$ cat src/rtl/gpio8_pkg.sv
package gpio8_pkg;
    localparam int unsigned GPIO_W = 8;
    localparam int unsigned ADDR_W = 3;

    typedef enum logic [ADDR_W-1:0] {
        A_DIR   = 3'd0,
        A_DOUT  = 3'd1,
        A_DIN   = 3'd2,
        A_ESEL  = 3'd3,
        A_FLAG  = 3'd4,
        A_IEN   = 3'd5
    } reg_addr_e;

    typedef struct packed {
        logic [GPIO_W-1:0] dir;
        logic [GPIO_W-1:0] dout;
        logic [GPIO_W-1:0] esel;
        logic [GPIO_W-1:0] ien;
    } ctrl_regs_t;

    localparam ctrl_regs_t CTRL_RST = '{
        dir:  '0,
        dout: '1,
        esel: '0,
        ien:  '0
    };
endpackage

$ cat src/rtl/gpio8_sync.sv
module gpio8_sync #(
    parameter int unsigned          W       = 8,
    parameter int unsigned          STAGES  = 2,
    parameter logic [W-1:0]         RST_VAL = '1
) (
    input  logic         clk,
    input  logic         rst_n,
    input  logic [W-1:0] async_in,
    output logic [W-1:0] sync_out
);
    logic [STAGES-1:0][W-1:0] stage_d, stage_q;

    always_comb begin
        stage_d[0] = async_in;
        for (int s = 1; s < STAGES; s++) begin
            stage_d[s] = stage_q[s-1];
        end
    end

    always_ff @(posedge clk or negedge rst_n) begin
        if (!rst_n) begin
            for (int s = 0; s < STAGES; s++) begin
                stage_q[s] <= RST_VAL;
            end
        end else begin
            stage_q <= stage_d;
        end
    end

    assign sync_out = stage_q[STAGES-1];
endmodule

$ cat src/rtl/gpio8_edge_irq.sv
module gpio8_edge_irq #(
    parameter int unsigned  W       = 8,
    parameter logic [W-1:0] RST_VAL = '1
) (
    input  logic         clk,
    input  logic         rst_n,
    input  logic [W-1:0] lvl,
    input  logic [W-1:0] edge_sel,
    input  logic [W-1:0] clr_mask,
    input  logic [W-1:0] en,
    output logic [W-1:0] flags,
    output logic         req
);
    typedef struct packed {
        logic [W-1:0] prev;
        logic [W-1:0] flag;
    } edge_state_t;

    edge_state_t st_d, st_q;
    logic [W-1:0] hit;

    // per-pin edge qualification: polarity chooses which transition counts
    for (genvar i = 0; i < W; i++) begin : g_pin
        always_comb begin
            if (edge_sel[i]) hit[i] = st_q.prev[i] & ~lvl[i];
            else             hit[i] = ~st_q.prev[i] & lvl[i];
        end
    end

    always_comb begin
        st_d      = st_q;
        st_d.prev = lvl;
        // set has priority over a same-cycle clear
        st_d.flag = (st_q.flag & ~clr_mask) | hit;
    end

    always_ff @(posedge clk or negedge rst_n) begin
        if (!rst_n) begin
            st_q.prev <= RST_VAL;
            st_q.flag <= '0;
        end else begin
            st_q <= st_d;
        end
    end

    assign flags = st_q.flag;
    assign req   = |(st_q.flag & en);
endmodule

$ cat src/rtl/gpio8_pad_mux.sv
module gpio8_pad_mux #(
    parameter int unsigned W = 8
) (
    input  logic [W-1:0] dir,
    input  logic [W-1:0] dout,
    input  logic [W-1:0] alt_sel,
    input  logic [W-1:0] alt_out,
    input  logic [W-1:0] alt_oe,
    output logic [W-1:0] pad_out,
    output logic [W-1:0] pad_oe,
    output logic [W-1:0] pad_pu
);
    for (genvar i = 0; i < W; i++) begin : g_pin
        always_comb begin
            if (alt_sel[i]) begin
                pad_out[i] = alt_out[i];
                pad_oe[i]  = alt_oe[i];
                pad_pu[i]  = 1'b0;
            end else if (dir[i]) begin
                pad_out[i] = dout[i];
                pad_oe[i]  = 1'b1;
                pad_pu[i]  = 1'b0;
            end else begin
                pad_out[i] = 1'b0;
                pad_oe[i]  = 1'b0;
                pad_pu[i]  = dout[i];
            end
        end
    end
endmodule

$ cat src/rtl/gpio8_port.sv
module gpio8_port
    import gpio8_pkg::*;
#(
    parameter int unsigned SYNC_STAGES = 2
) (
    input  logic              clk,
    input  logic              rst_n,
    input  logic [ADDR_W-1:0] bus_addr,
    input  logic              bus_we,
    input  logic [GPIO_W-1:0] bus_wdata,
    output logic [GPIO_W-1:0] bus_rdata,
    input  logic [GPIO_W-1:0] pad_in,
    output logic [GPIO_W-1:0] pad_out,
    output logic [GPIO_W-1:0] pad_oe,
    output logic [GPIO_W-1:0] pad_pu,
    input  logic [GPIO_W-1:0] alt_sel,
    input  logic [GPIO_W-1:0] alt_out,
    input  logic [GPIO_W-1:0] alt_oe,
    output logic [GPIO_W-1:0] irq_flags,
    output logic [GPIO_W-1:0] irq_en,
    output logic              irq
);
    localparam logic [GPIO_W-1:0] PAD_IDLE = '1;

    ctrl_regs_t        regs_d, regs_q;
    logic [GPIO_W-1:0] in_lvl;
    logic [GPIO_W-1:0] flag_clr;
    logic [GPIO_W-1:0] dout_now;

    gpio8_sync #(
        .W       (GPIO_W),
        .STAGES  (SYNC_STAGES),
        .RST_VAL (PAD_IDLE)
    ) u_sync (
        .clk      (clk),
        .rst_n    (rst_n),
        .async_in (pad_in),
        .sync_out (in_lvl)
    );

    // register next-state and write decode
    always_comb begin
        regs_d   = regs_q;
        flag_clr = '0;
        if (bus_we) begin
            case (bus_addr)
                A_DIR:   regs_d.dir  = bus_wdata;
                A_DOUT:  regs_d.dout = bus_wdata;
                A_ESEL:  regs_d.esel = bus_wdata;
                A_FLAG:  flag_clr    = bus_wdata;
                A_IEN:   regs_d.ien  = bus_wdata;
                default: ;
            endcase
        end
    end

    always_ff @(posedge clk or negedge rst_n) begin
        if (!rst_n) regs_q <= CTRL_RST;
        else        regs_q <= regs_d;
    end

    gpio8_edge_irq #(
        .W       (GPIO_W),
        .RST_VAL (PAD_IDLE)
    ) u_edge (
        .clk      (clk),
        .rst_n    (rst_n),
        .lvl      (in_lvl),
        .edge_sel (regs_q.esel),
        .clr_mask (flag_clr),
        .en       (regs_q.ien),
        .flags    (irq_flags),
        .req      (irq)
    );

    gpio8_pad_mux #(
        .W (GPIO_W)
    ) u_mux (
        .dir     (regs_q.dir),
        .dout    (regs_q.dout),
        .alt_sel (alt_sel),
        .alt_out (alt_out),
        .alt_oe  (alt_oe),
        .pad_out (pad_out),
        .pad_oe  (pad_oe),
        .pad_pu  (pad_pu)
    );

    // read mux
    always_comb begin
        case (bus_addr)
            A_DIR:   bus_rdata = regs_q.dir;
            A_DOUT:  bus_rdata = regs_q.dout;
            A_DIN:   bus_rdata = in_lvl;
            A_ESEL:  bus_rdata = regs_q.esel;
            A_FLAG:  bus_rdata = irq_flags;
            A_IEN:   bus_rdata = regs_q.ien;
            default: bus_rdata = '0;
        endcase
    end

    assign irq_en   = regs_q.ien;
    assign dout_now = regs_q.dout;
endmodule

$ cat config.mk
export PLATFORM = sky130hd
export DESIGN_NAME = gpio8_port
export DESIGN_NICKNAME = d
export VERILOG_FILES = /design/src/rtl/gpio8_pkg.sv /design/src/rtl/gpio8_sync.sv /design/src/rtl/gpio8_edge_irq.sv /design/src/rtl/gpio8_pad_mux.sv /design/src/rtl/gpio8_port.sv
export SDC_FILE = /design/constraint.sdc
export NUM_CORES = 1
export LEC_CHECK = 0
export BUFFER_PORTS_ARGS = -buffer_cell sky130_fd_sc_hd__buf_2
export CORE_ASPECT_RATIO = 0.5
export CORE_UTILIZATION = 46
export DETAILED_ROUTE_END_ITERATION = 8
export PLACE_DENSITY_LB_ADDON = 0.1
export SKIP_CTS_REPAIR_TIMING = 1
export SLEW_MARGIN = 20
export SYNTH_ARGS = -nofsm -noshare
export SYNTH_HDL_FRONTEND = slang
export SYNTH_SLANG_ARGS = --single-unit
$ cat constraint.sdc
create_clock -name clk -period 1.2 [get_ports clk]
set_input_delay 0.24 -clock clk [delete_from_list [all_inputs] [get_ports clk]]
set_output_delay 0.24 -clock clk [all_outputs]
set_load 0.1 [all_outputs]
; Yosys cells after proc, flatten, opt, wreduce, memory -nomap -nowiden
; Index checks and enable logic that the tools add are counted.
[classes]
eq_ne = 5
n_mux = 59
bitwise_logic = 36
reduce_logical = 6
[ops]
columns = op, count
row1 = 2-to-1 mux 1 bit, 56
row2 = one-hot mux 8 bit (6 select lines), 1
row3 = AND 1 bit, 16
row4 = AND 8 bit, 2
row5 = 2-to-1 mux 8 bit, 2
row6 = NOT 1 bit, 16
row7 = NOT 8 bit, 1
row8 = bitwise OR 8 bit, 1
row9 = AND reduction 2 bit, 4
row10 = OR reduction 8 bit, 1
row11 = == test 3 x 2 -> 1 bit (second input constant), 2
row12 = == test 3 bit (second input constant), 2
row13 = == test 3 x 1 -> 1 bit (second input constant), 1
row14 = zero test 3 bit, 1
[totals]
register_bits = 64
in_bits = 46
output_inout_bits = 49
word_cells = 114

; Longest topological paths before layout
; Gate-level depths: netlist of run 1.
[logic_depth]
depth_word = 6
ltp_mapped = 5
mapped_depth_nobuf = 3

; Hierarchy
; Synthesis of run 1 repeated with hierarchy kept, for this count alone.
[hier_totals]
cells_unflattened = 260
hier_area_um2 = 3250.6
[modules_own_cells]
columns = module, n_inst, cells_per_inst, area_each_um2, seq_area_each_um2
row1 = gpio8_port, 1, 143, 1841.8, 810.8
row2 = gpio8_edge_irq, 1, 61, 708.2, 410.4
row3 = gpio8_sync, 1, 16, 420.4, 420.4
row4 = gpio8_pad_mux, 1, 40, 280.3, 0.0

; Worst setup path after synthesis of run 1
; Ideal clock, no wire load.
[synth_path]
kind = input port to output port
start = in bus_addr[2]
end = out bus_rdata[4]
t_arrival_ns = 2.931
required_ns = 0.960
setup_slack_ns = -1.971
cell_stages = 5
n_path_buf = 2
cell_sequence = buf_2 -> buf_4 -> mux2i_1 -> o21a_1 -> o21ai_0
[synth_between]
elab_chain_cells = 2
elab_cells_between_ends = 7
cone_classes = eq/ne (5) / mux (1) / reduce/logical (1)
[synth_rtl]
columns = element, line_no
row1 = "start, declared", gpio8_port.sv:8  ; input logic [ADDR_W-1:0] bus_addr,
row2 = == test 3 bit (tied with other cells), gpio8_port.sv:91  ; case (bus_addr)
row3 = one-hot mux 8 bit (6 select lines) (*), gpio8_port.sv:91
row4 = "end, declared", gpio8_port.sv:11  ; output logic [GPIO_W-1:0] bus_rdata,
; Mark *: on every way between the ends. The rest lies on a longest branch, timed or not.

; Worst setup path after layout of run 1
[layout_path]
start = reg u_edge.st_q, in the netlist u_edge.flags[3]
end = out bus_rdata[3]
[layout_between]
elab_chain_cells = 1
[layout_rtl]
columns = element, line_no
row1 = "start, declared", gpio8_edge_irq.sv:19  ; edge_state_t st_d, st_q;
row2 = "start signal, assigned", gpio8_edge_irq.sv:42  ; st_q <= st_d;
row3 = one-hot mux 8 bit (6 select lines), gpio8_port.sv:91
; Every way passes these cells.

==> impl_metrics.sql, run 1 <==
INSERT INTO impl_metrics (metric_group, metric, value, unit) VALUES
('outcome', 'run_status', 'complete, but fails checks', ''),
('outcome', 'violated_checks', 'setup timing', ''),
('worst_setup_path', 'setup.worst_path.end', 'bus_rdata[3]', ''),
('routing', 'antenna_left', '0', ''),
('floorplan', 'die-width', '119', 'µm'),
('floorplan', 'num_rows', '20', ''),
('grt', 'grt_antenna_before_repair', '0', ''),
('yosys', 'synth-seq-area-share', '51.9', '%'),
('hold_path', 'holdCritPathClass', 'in -> reg', ''),
('worst_setup_path', 'critPathLaunch', 'u_edge.flags[3]', ''),
('timing', 'timing.fmax', '552', 'MHz'),
('grt', 'gr-usage-all-layers', '30.2', '%'),
('floorplan', 'floorplan.initialDensity', '49.7', '%'),
('placed_design', 'post_dp_cell_area', '5260', 'µm²'),
('yosys', 'postSynthRegisterBits', '64', ''),
('floorplan', 'design.core.area', '6360', 'µm²'),
('power_and_ir_drop', 'worst_ir_drop_vdd', '1.12', 'mV'),
('final_layout', 'postLayoutCellArea', '5900', 'µm²'),
('cts', 'cts_max_path_buffers', '2', ''),
('yosys', 'ys_warn_count', '0', ''),
('cts', 'numClockSinks', '64', ''),
('yosys', 'synthDominantCellAreaShare', '26.6', '%'),
('final_layout', 'most-common-layout-cells', '54 x sky130_fd_sc_hd__buf_4, 53 x sky130_fd_sc_hd__buf_12, 43 x sky130_fd_sc_hd__buf_2', ''),
('cts', 'clock_insertion_delay_worst_skew', '340', 'ps'),
('final_layout', 'area_growth_syn_to_fin', '86.5', '%'),
('placed_design', 'routabilityCongestion', '0.823', ''),
('routing', 'drt_first_pass_iters', '4', ''),
('final_layout', 'final_core_util', '92.8', '%'),
('timing', 'drv_slew', '0', ''),
('yosys', 'synth.avg_cell_area', '12.1', 'µm²'),
('yosys', 'yosys.cell_types.count', '25', ''),
('routing', 'drt-initial-drc-count', '164', ''),
('yosys', 'synth_cells', '262', ''),
('grt', 'global_route_wire_length_before_repair', '15800', 'µm'),
('final_layout', 'nNetsFinal', '480', ''),
('floorplan', 'floorplan.die_area', '7230', 'µm²'),
('placed_design', 'dpl.hpwl', '7010', 'µm'),
('cts', 'cts.reportedPaths.clkPinSlew', '50', 'ps'),
('worst_setup_path', 'critical_path_arrival', '1570', 'ps'),
('worst_setup_path', 'kind_of_start_point_of_the_critical_path', 'register', ''),
('yosys', 'synth.cell_area', '3160', 'µm²'),
('floorplan', 'design.portCount', '95', ''),
('timing', 'setup-violations-final', '52', ''),
('final_layout', 'layout_commonest_cell', 'sky130_fd_sc_hd__buf_4', ''),
('yosys', 'syn-num-nets', '308', ''),
('placed_design', 'port_buffers', '94', ''),
('floorplan', 'die-height', '60.6', 'µm'),
('grt', 'global_route.overflow_total', '0', ''),
('worst_setup_path', 'critPathCaptureType', 'output pin', ''),
('cts', 'htree_levels', '3', ''),
('worst_setup_path', 'worst-endpoint-required', '960', 'ps'),
('cts', 'cts_inserted_buffers', '9', ''),
('cts', 'cts_tree', 'done', ''),
('timing', 'worst-slew-pin-transition', '364', 'ps'),
('timing', 'rsz0062_at_grt', 'yes', ''),
('worst_setup_path', 'worst_r2r_start', 'u_sync.sync_out[2]', ''),
('timing', 'clock-skew-final', '3.49', 'ps'),
('yosys', 'synth.area.top_cells', 'sky130_fd_sc_hd__dfstp_2 27%, sky130_fd_sc_hd__dfrtp_1 25%, sky130_fd_sc_hd__mux2_2 15%', ''),
('yosys', 'post-synth-top-area-cell', 'sky130_fd_sc_hd__dfstp_2', ''),
('final_layout', 'final_layout_size_suffix_gt1_share', '72.9', '%'),
('routing', 'post_drt_wl_per_cell', '23.1', 'µm'),
('worst_setup_path', 'timing.critical_path.fanout_max', '4', ''),
('worst_setup_path', 'timing.setup.critical_path_class', 'reg -> out', ''),
('grt', 'vias_in_the_first_global_route', '3064', ''),
('cts', 'cts_root_buffer', 'sky130_fd_sc_hd__clkbuf_16', ''),
('timing', 'maxSlewHeadroom', '75.7', '%'),
('power_and_ir_drop', 'static-leakage-power', '2.64', 'nW'),
('timing', 'fin_ws', '-610', 'ps'),
('grt', 'grt_max_degree', '65', ''),
('routing', 'drcViolationCount', '0', ''),
('timing', 'fin_crit_sh', '151', '%'),
('timing', 'timing.final.crit_period', '1810', 'ps'),
('flow_run', 'max_cap_viol_count', '0', ''),
('routing', 'wl', '12200', 'µm'),
('routing', 'avgViaCountPerCell', '5.73', ''),
('routing', 'dr_total_vias', '3019', ''),
('final_layout', 'antenna_cells_inserted', '0', ''),
('power_and_ir_drop', 'p_per_area', '1850', 'nW/µm²'),
('worst_setup_path', 'worst_r2r_endpoint', 'u_edge.flags[2]', ''),
('worst_setup_path', 'r2r_setup_slack', '40', 'ps'),
('worst_setup_path', 'r2r_cells', '4', ''),
('timing', 'finalHoldViolations', '0', '');
## per-stage QoR
step	setup WS, ps	hold WS [ps]	TNS, ps	total power, mW	instances
final	-610	5.77	-16560	10.9	527
after global routing	-651	8.10	-17800	11.1	527
after CTS	-609	-74.0	-19060	10.5	514
after detailed placement	-573	281	-20300	7.63	498
after global placement	-489	276	-17970	7.48	498
after floorplan	-521	-55.6	-8750	5.77	262
## cell usage after synthesis
| master | n |
|---|---|
| sky130_fd_sc_hd__buf_2 | 4 |
| sky130_fd_sc_hd__nand4b_2 | 2 |
| sky130_fd_sc_hd__nor2_1 | 16 |
| sky130_fd_sc_hd__nand4_1 | 1 |
| sky130_fd_sc_hd__buf_6 | 2 |
| sky130_fd_sc_hd__dfstp_2 | 32 |
| sky130_fd_sc_hd__a21oi_1 | 6 |
| sky130_fd_sc_hd__mux2_2 | 42 |
| sky130_fd_sc_hd__dfrtp_1 | 32 |
| sky130_fd_sc_hd__o32a_1 | 4 |
| sky130_fd_sc_hd__and4bb_1 | 1 |
| sky130_fd_sc_hd__nor3b_1 | 10 |
| sky130_fd_sc_hd__o21ai_0 | 16 |
| sky130_fd_sc_hd__nand3_1 | 2 |
| sky130_fd_sc_hd__nor2_2 | 1 |
| sky130_fd_sc_hd__buf_4 | 19 |
| sky130_fd_sc_hd__mux2i_1 | 18 |
| sky130_fd_sc_hd__a22oi_1 | 4 |
| sky130_fd_sc_hd__o21a_1 | 2 |
| sky130_fd_sc_hd__a211o_1 | 4 |
| sky130_fd_sc_hd__a221o_1 | 8 |
| sky130_fd_sc_hd__nor3_4 | 1 |
| sky130_fd_sc_hd__nand2_1 | 32 |
| sky130_fd_sc_hd__nand2b_4 | 2 |
| sky130_fd_sc_hd__nand2b_1 | 1 |
## layout make-up
type | instances | area [µm²]
repair buffers | 186 | 2080
flip-flops and latches | 64 | 1650
well taps | 88 | 110
clock buffers | 10 | 239
multi-input cells | 173 | 1740
fillers | 201 | 460
clock inverters | 6 | 82.6
## cells by family (layout without fill, tap and decap cells)
| family | count (synthesis) | count (layout) | synth area share (%) |
|---|---|---|---|
| AO/OA/AOI/OAI | 44 | 44 | 9.82 |
| buffers and inverters | 25 | 202 | 5.86 |
| flip-flops | 64 | 64 | 51.9 |
| multiplexers | 60 | 60 | 20.7 |
| AND/OR/NAND/NOR | 69 | 69 | 11.7 |
## metal layers
metal,share of wire (%),track usage (%)
met3,8.5,8.36
met4,4.6,13.9
met5,0,0
met1,37,33.6
met2,50,56.2
## power by group
part | switching, mW | internal (mW) | total, mW
Sequential | 0.322 | 2.55 | 2.87
Combinational | 3.00 | 2.18 | 5.18
Clock | 0.985 | 1.86 | 2.85
Total | 4.31 | 6.60 | 10.9
## how the worst min path moves through the flow
stage / from / cells past startpoint / slack [ps] / endpoint
floorplan: rst_n / 0 / -60 / irq_en[0]
global placement: rst_n / 2 / 280 / u_edge.flags[3]
detailed placement: rst_n / 2 / 280 / u_edge.flags[7]
CTS: rst_n / 2 / -70 / u_edge.flags[1]
global route: pad_in[7] / 1 / 8 / u_sync.stage_d[15]
finish: pad_in[7] / 1 / 6 / u_sync.stage_d[15]
## state kept, by name, summed over array words and instances (netlist names)
name and flops:
regs_q 16, dout_now 8, irq_en 8, u_edge.flags 8, u_edge.st_q 8, u_sync.stage_d 8
u_sync.sync_out 8
## worst max-delay path: stages (launching register included)
cell                      delay [ps]
sky130_fd_sc_hd__dfrtp_1         420
sky130_fd_sc_hd__mux2i_1         150
sky130_fd_sc_hd__o32a_1          390
sky130_fd_sc_hd__o21ai_4          80
sky130_fd_sc_hd__buf_12          190
Power figures use the tool's default switching activity.
==> run 2: changes to the inputs <==
--- a/config.mk
+++ b/config.mk
@@ -10,6 +10,7 @@
 export CORE_UTILIZATION = 46
 export DETAILED_ROUTE_END_ITERATION = 8
 export PLACE_DENSITY_LB_ADDON = 0.1
+export SETUP_SLACK_MARGIN = 0.5
 export SKIP_CTS_REPAIR_TIMING = 1
 export SLEW_MARGIN = 20
 export SYNTH_ARGS = -nofsm -noshare
==> run 2 against run 1 <==
  * The run ends with hold timing, setup timing left
  * Combinational power is 10% higher
  * Cell count rose by 0.95%
  * Worst setup slack got worse by 72 ps
  * Largest power group unchanged
  * Highest routed layer unchanged
==> impl_metrics.sql, run 2 (same netlist as run 1, synthesis figures left out) <==
INSERT INTO impl_metrics (metric_group, metric, value, unit) VALUES
('outcome', 'run_status', 'complete, but fails checks', ''),
('outcome', 'violated_checks', 'hold timing, setup timing', ''),
('cts', 'cts.reportedPaths.clkPinSlew', '60', 'ps'),
('grt', 'gr-usage-all-layers', '31.3', '%'),
('cts', 'htree_levels', '3', ''),
('power_and_ir_drop', 'worst_ir_drop_vdd', '1.84', 'mV'),
('timing', 'fin_crit_sh', '157', '%'),
('worst_setup_path', 'critical_path_arrival', '1640', 'ps'),
('floorplan', 'design.portCount', '95', ''),
('placed_design', 'dpl.hpwl', '6730', 'µm'),
('floorplan', 'die-height', '60.6', 'µm'),
('timing', 'finalHoldViolations', '32', ''),
('placed_design', 'post_dp_cell_area', '5240', 'µm²'),
('final_layout', 'nNetsFinal', '484', ''),
('floorplan', 'design.core.area', '6360', 'µm²'),
('routing', 'dr_total_vias', '3570', ''),
('power_and_ir_drop', 'static-leakage-power', '2.81', 'nW'),
('cts', 'cts_max_path_buffers', '2', ''),
('worst_setup_path', 'kind_of_start_point_of_the_critical_path', 'register', ''),
('grt', 'global_route_wire_length_before_repair', '16300', 'µm'),
('power_and_ir_drop', 'report.power.total', '11.8', 'mW'),
('final_layout', 'largest_register_ff_count', '16', ''),
('routing', 'avgViaCountPerCell', '6.71', ''),
('final_layout', 'area_growth_syn_to_fin', '94.9', '%'),
('final_layout', 'most-common-layout-cells', '54 x sky130_fd_sc_hd__buf_12, 51 x sky130_fd_sc_hd__buf_6, 42 x sky130_fd_sc_hd__buf_2', ''),
('timing', 'fin_ws', '-683', 'ps'),
('worst_setup_path', 'timing.setup.critical_path_class', 'reg -> out', ''),
('grt', 'global_route.overflow_total', '0', ''),
('cts', 'cts_root_buffer', 'sky130_fd_sc_hd__clkbuf_16', ''),
('final_layout', 'layout_commonest_cell', 'sky130_fd_sc_hd__buf_12', ''),
('floorplan', 'floorplan.initialDensity', '49.7', '%'),
('power_and_ir_drop', 'p_per_area', '1910', 'nW/µm²'),
('floorplan', 'floorplan.die_area', '7230', 'µm²'),
('timing', 'setup-violations-final', '65', ''),
('timing', 'maxSlewHeadroom', '71.4', '%'),
('timing', 'timing.final.crit_period', '1880', 'ps'),
('worst_setup_path', 'timing.critical_path.fanout_max', '3', ''),
('floorplan', 'num_rows', '20', ''),
('placed_design', 'port_buffers', '94', ''),
('routing', 'antenna_left', '0', ''),
('worst_setup_path', 'worst-endpoint-required', '960', 'ps'),
('cts', 'cts_inserted_buffers', '9', ''),
('routing', 'post_drt_wl_per_cell', '32.6', 'µm'),
('grt', 'grt_antenna_before_repair', '1', ''),
('grt', 'grt_max_degree', '65', ''),
('final_layout', 'registers.top_by_ff_count', 'regs_q', ''),
('cts', 'clock_insertion_delay_worst_skew', '340', 'ps'),
('timing', 'drv_slew', '0', ''),
('placed_design', 'routabilityCongestion', '0.866', ''),
('floorplan', 'die-width', '119', 'µm'),
('timing', 'clock-skew-final', '4.96', 'ps'),
('routing', 'wl', '17300', 'µm'),
('timing', 'worst-slew-pin-transition', '418', 'ps'),
('routing', 'drt-initial-drc-count', '364', ''),
('routing', 'drcViolationCount', '0', ''),
('worst_setup_path', 'r2r_setup_slack', '-70', 'ps'),
('cts', 'cts_tree', 'done', ''),
('timing', 'rsz0062_at_grt', 'yes', ''),
('hold_path', 'holdCritPathClass', 'in -> async', ''),
('final_layout', 'final_layout_size_suffix_gt1_share', '75.6', '%'),
('flow_run', 'max_cap_viol_count', '0', ''),
('timing', 'timing.fmax', '531', 'MHz'),
('routing', 'drt_first_pass_iters', '5', ''),
('final_layout', 'fillerInstances', '101', ''),
('timing', 'fin_worst_hold_slack', '-88.6', 'ps'),
('worst_setup_path', 'critPathCaptureType', 'output pin', ''),
('final_layout', 'postLayoutCellArea', '6160', 'µm²'),
('grt', 'vias_in_the_first_global_route', '2980', ''),
('cts', 'numClockSinks', '64', '');
[run 2: cell type report]
class	instances	area, µm²	share of cell area [%]
Timing Repair Buffer	190	2220	36.0
Antenna cell	1	2.50	0.0406
Clock buffer	10	229	3.72
Sequential cell	64	1650	26.7
Clock inverter	6	108	1.75
Multi-Input combinational cell	173	1850	30.0
Tap cell	88	110	1.79
[run 2: final timing paths]
kind                       cells past startpoint            endpoint               start
max in group asynchronous                      2  u_sync.stage_d[11]               rst_n
setup reg to reg                               4     u_edge.flags[4]  u_sync.sync_out[4]
setup / recovery                               4           pad_pu[1]         dout_now[1]
min in group clk                               1  u_sync.stage_d[10]           pad_in[2]
hold reg to reg                                0  u_sync.sync_out[5]  u_sync.stage_d[13]
hold / removal                                 2           regs_q[8]               rst_n
[run 2: where the power goes]
part | internal [mW] | switching, mW | total [mW]
sequential | 2.55 | 0.400 | 2.95
clock | 2.02 | 1.09 | 3.11
combinational | 2.37 | 3.32 | 5.70
[run 2: critical path, cell delays in order, from the launching register on]
cell and delay (ps):
sky130_fd_sc_hd__dfstp_2 560, sky130_fd_sc_hd__buf_4 130, sky130_fd_sc_hd__buf_6 110, sky130_fd_sc_hd__nor3b_4 280, sky130_fd_sc_hd__buf_12 220
[run 2: stage by stage]
step | hold WS [ps] | util, % | setup TNS, ps | worst slack (ps) | std cells
after floorplan | -55.6 | - | -8880 | -521 | 262
after global placement | 275 | 82.4 | -15860 | -441 | 488
after detailed placement | 276 | 82.4 | -17130 | -503 | 488
after CTS | -71.2 | 87.7 | -18000 | -629 | 504
after global routing | -77.3 | 96.9 | -22070 | -906 | 532
final | -88.6 | 96.9 | -20800 | -683 | 532
[run 2: routing by layer]
metal	global-route usage (%)	vias up	share of wire [%]
met4	13.7	0	8.8
met1	35.7	1708	34
li1	-	1292	-
met3	8.36	150	13
met2	57.8	420	44
met5	0	-	0
==> run 3: changes to the inputs <==
--- a/config.mk
+++ b/config.mk
@@ -7,7 +7,8 @@
 export LEC_CHECK = 0
 export BUFFER_PORTS_ARGS = -buffer_cell sky130_fd_sc_hd__buf_2
 export CORE_ASPECT_RATIO = 0.5
-export CORE_UTILIZATION = 46
+export CORE_MARGIN = 8
+export CORE_UTILIZATION = 51
 export DETAILED_ROUTE_END_ITERATION = 8
 export PLACE_DENSITY_LB_ADDON = 0.1
 export SETUP_SLACK_MARGIN = 0.5
==> constraint.sdc (replaced) <==
create_clock -name clk -period 1.9 [get_ports clk]
set_input_delay 0.38 -clock clk [delete_from_list [all_inputs] [get_ports clk]]
set_output_delay 0.38 -clock clk [all_outputs]
set_load 0.1 [all_outputs]
==> run 3 against run 2 <==
  * The flow finishes with violations (setup timing)
  * Non-clock buffer count shrank 68
  * Clock power shrank 52%
  * Combinational power shrank 53%
  * Via count shrank 29%
  * Core utilization shrank 11 points
  * Critical path depth is the same
  * Die area grew 26%
  * Worst setup slack gained 640 ps
==> impl_metrics.sql, run 3 (same netlist as run 1, synthesis figures left out) <==
INSERT INTO impl_metrics (metric_group, metric, value, unit) VALUES
('timing', 'fin_crit_sh', '102', '%'),
('floorplan', 'design.portCount', '95', ''),
('timing', 'timing.final.crit_period', '1940', 'ps'),
('cts', 'cts_max_path_buffers', '2', ''),
('grt', 'grt_max_degree', '65', ''),
('cts', 'clock_insertion_delay_worst_skew', '320', 'ps'),
('timing', 'fin_ws', '-41.2', 'ps'),
('cts', 'cts.reportedPaths.clkPinSlew', '50', 'ps'),
('grt', 'global_route_wire_length_before_repair', '12700', 'µm'),
('worst_setup_path', 'kind_of_start_point_of_the_critical_path', 'register', ''),
('power_and_ir_drop', 'p_per_area', '1180', 'nW/µm²'),
('worst_setup_path', 'timing.setup.critical_path_class', 'reg -> out', ''),
('timing', 'clock-skew-final', '3.84', 'ps'),
('final_layout', 'largest_register_ff_count', '16', ''),
('hold_path', 'holdCritPathClass', 'in -> async', ''),
('power_and_ir_drop', 'static-leakage-power', '2.22', 'nW'),
('worst_setup_path', 'cpLargestDelayFamily', 'flip-flops', ''),
('final_layout', 'antenna_cells_inserted', '0', ''),
('cts', 'htree_levels', '3', ''),
('final_layout', 'most-common-layout-cells', '43 x sky130_fd_sc_hd__buf_2, 41 x sky130_fd_sc_hd__buf_12, 34 x sky130_fd_sc_hd__mux2_2', ''),
('routing', 'drcViolationCount', '0', ''),
('timing', 'timing.fmax', '515', 'MHz'),
('routing', 'antenna_left', '0', ''),
('routing', 'wl', '8970', 'µm'),
('floorplan', 'design.core.area', '6030', 'µm²'),
('final_layout', 'nNetsFinal', '416', ''),
('routing', 'avgViaCountPerCell', '5.48', ''),
('final_layout', 'area_growth_syn_to_fin', '63.2', '%'),
('worst_setup_path', 'critical_path_arrival', '1560', 'ps'),
('worst_setup_path', 'timing.critical_path.fanout_max', '4', ''),
('cts', 'cts_tree', 'done', ''),
('grt', 'gr-usage-all-layers', '18.1', '%'),
('final_layout', 'layout_commonest_cell', 'sky130_fd_sc_hd__buf_2', ''),
('grt', 'global_route.overflow_total', '0', ''),
('timing', 'drv_slew', '0', ''),
('outcome', 'violated_checks', 'setup timing', ''),
('routing', 'dr_total_vias', '2535', ''),
('placed_design', 'routabilityCongestion', '0.803', ''),
('final_layout', 'registers.top_by_ff_count', 'regs_q', ''),
('floorplan', 'die-height', '71.7', 'µm'),
('placed_design', 'dpl.hpwl', '5870', 'µm'),
('timing', 'rsz0062_at_grt', 'yes', ''),
('worst_setup_path', 'critPathSlowestCell', 'sky130_fd_sc_hd__dfstp_2', ''),
('floorplan', 'num_rows', '20', ''),
('cts', 'cts_root_buffer', 'sky130_fd_sc_hd__clkbuf_16', ''),
('routing', 'post_drt_wl_per_cell', '19.4', 'µm'),
('cts', 'numClockSinks', '64', ''),
('flow_run', 'max_cap_viol_count', '0', ''),
('worst_setup_path', 'worst-path-buf-inv', '1', ''),
('outcome', 'run_status', 'complete, but fails checks', ''),
('power_and_ir_drop', 'worst_ir_drop_vdd', '0.679', 'mV'),
('floorplan', 'die-width', '127', 'µm'),
('grt', 'grt_antenna_before_repair', '0', ''),
('power_and_ir_drop', 'report.power.total', '6.07', 'mW'),
('final_layout', 'final_core_util', '85.5', '%'),
('routing', 'drt-initial-drc-count', '158', ''),
('floorplan', 'floorplan.die_area', '9130', 'µm²'),
('grt', 'vias_in_the_first_global_route', '2559', ''),
('timing', 'worst-slew-pin-transition', '351', 'ps'),
('worst_setup_path', 'worst-endpoint-required', '1520', 'ps'),
('timing', 'maxSlewHeadroom', '76.6', '%'),
('timing', 'finalHoldViolations', '0', ''),
('cts', 'cts_inserted_buffers', '9', ''),
('timing', 'setup-violations-final', '4', ''),
('final_layout', 'final_layout_size_suffix_gt1_share', '72.3', '%'),
('routing', 'drt_first_pass_iters', '4', ''),
('floorplan', 'floorplan.initialDensity', '52.4', '%'),
('worst_setup_path', 'cp_slowest_stage_delay', '560', 'ps'),
('worst_setup_path', 'critPathCaptureType', 'output pin', ''),
('placed_design', 'port_buffers', '94', ''),
('worst_setup_path', 'worstPathCellList', 'mux2i_1 > a211o_1 > o21ai_4 > buf_12', ''),
('timing', 'timing.setup.tns', '-77.3', 'ps');
[run 3: metal layers]
layer  wire (µm)  track usage, %
met5           0               0
met4         152            5.36
met3         697            7.55
met2        4420            29.3
met1        3700            21.8
[run 3: power breakdown]
part | leakage, nW | switching, mW | internal, mW | total, mW
Sequential | 0.684 | 0.262 | 1.63 | 1.89
Clock | 0.134 | 0.543 | 0.952 | 1.50
Combinational | 1.40 | 1.65 | 1.04 | 2.69
[run 3: through the flow]
step / instances / area, µm² / worst slack [ps] / hold slack, ps
after floorplan: 262 / 3500 / 4.27 / 84.4
after global placement: 435 / 4120 / -14.1 / 345
after detailed placement: 435 / 4120 / -74.5 / 347
after CTS: 451 / 4390 / -92.9 / 64.2
after global routing: 463 / 5160 / -106 / 71.3
final: 463 / 5160 / -41.2 / 43.2
[run 3: path summary, 6_finish.rpt]
path | start | to | slack (ps) | cells past startpoint
max in group asynchronous | rst_n | u_edge.st_q[9] | 1500 | 2
worst max register to register | u_sync.sync_out[4] | u_edge.flags[4] | 830 | 3
min in group clk | pad_in[6] | u_sync.stage_d[14] | 150 | 1
worst min register to register | u_sync.stage_d[11] | u_sync.sync_out[3] | 350 | 0
worst min-delay path | rst_n | regs_q[29] | 40 | 2
worst max-delay path | u_sync.sync_out[7] | bus_rdata[7] | -40 | 4
[run 3: cell type report]
cell class	instances	area [µm²]
clock buffers	15	268
fillers	288	872
well taps	88	110
multi-input cells	173	1700
flip-flops and latches	64	1670
clock inverters	1	5.00
repair buffers	122	1410
[run 3: worst reg2reg max path: cells and delay by family (launching register included)]
family,cells,cell delay (ps)
compound gates,1,250
buf+inv,1,120
simple gates,1,30
flops,1,550
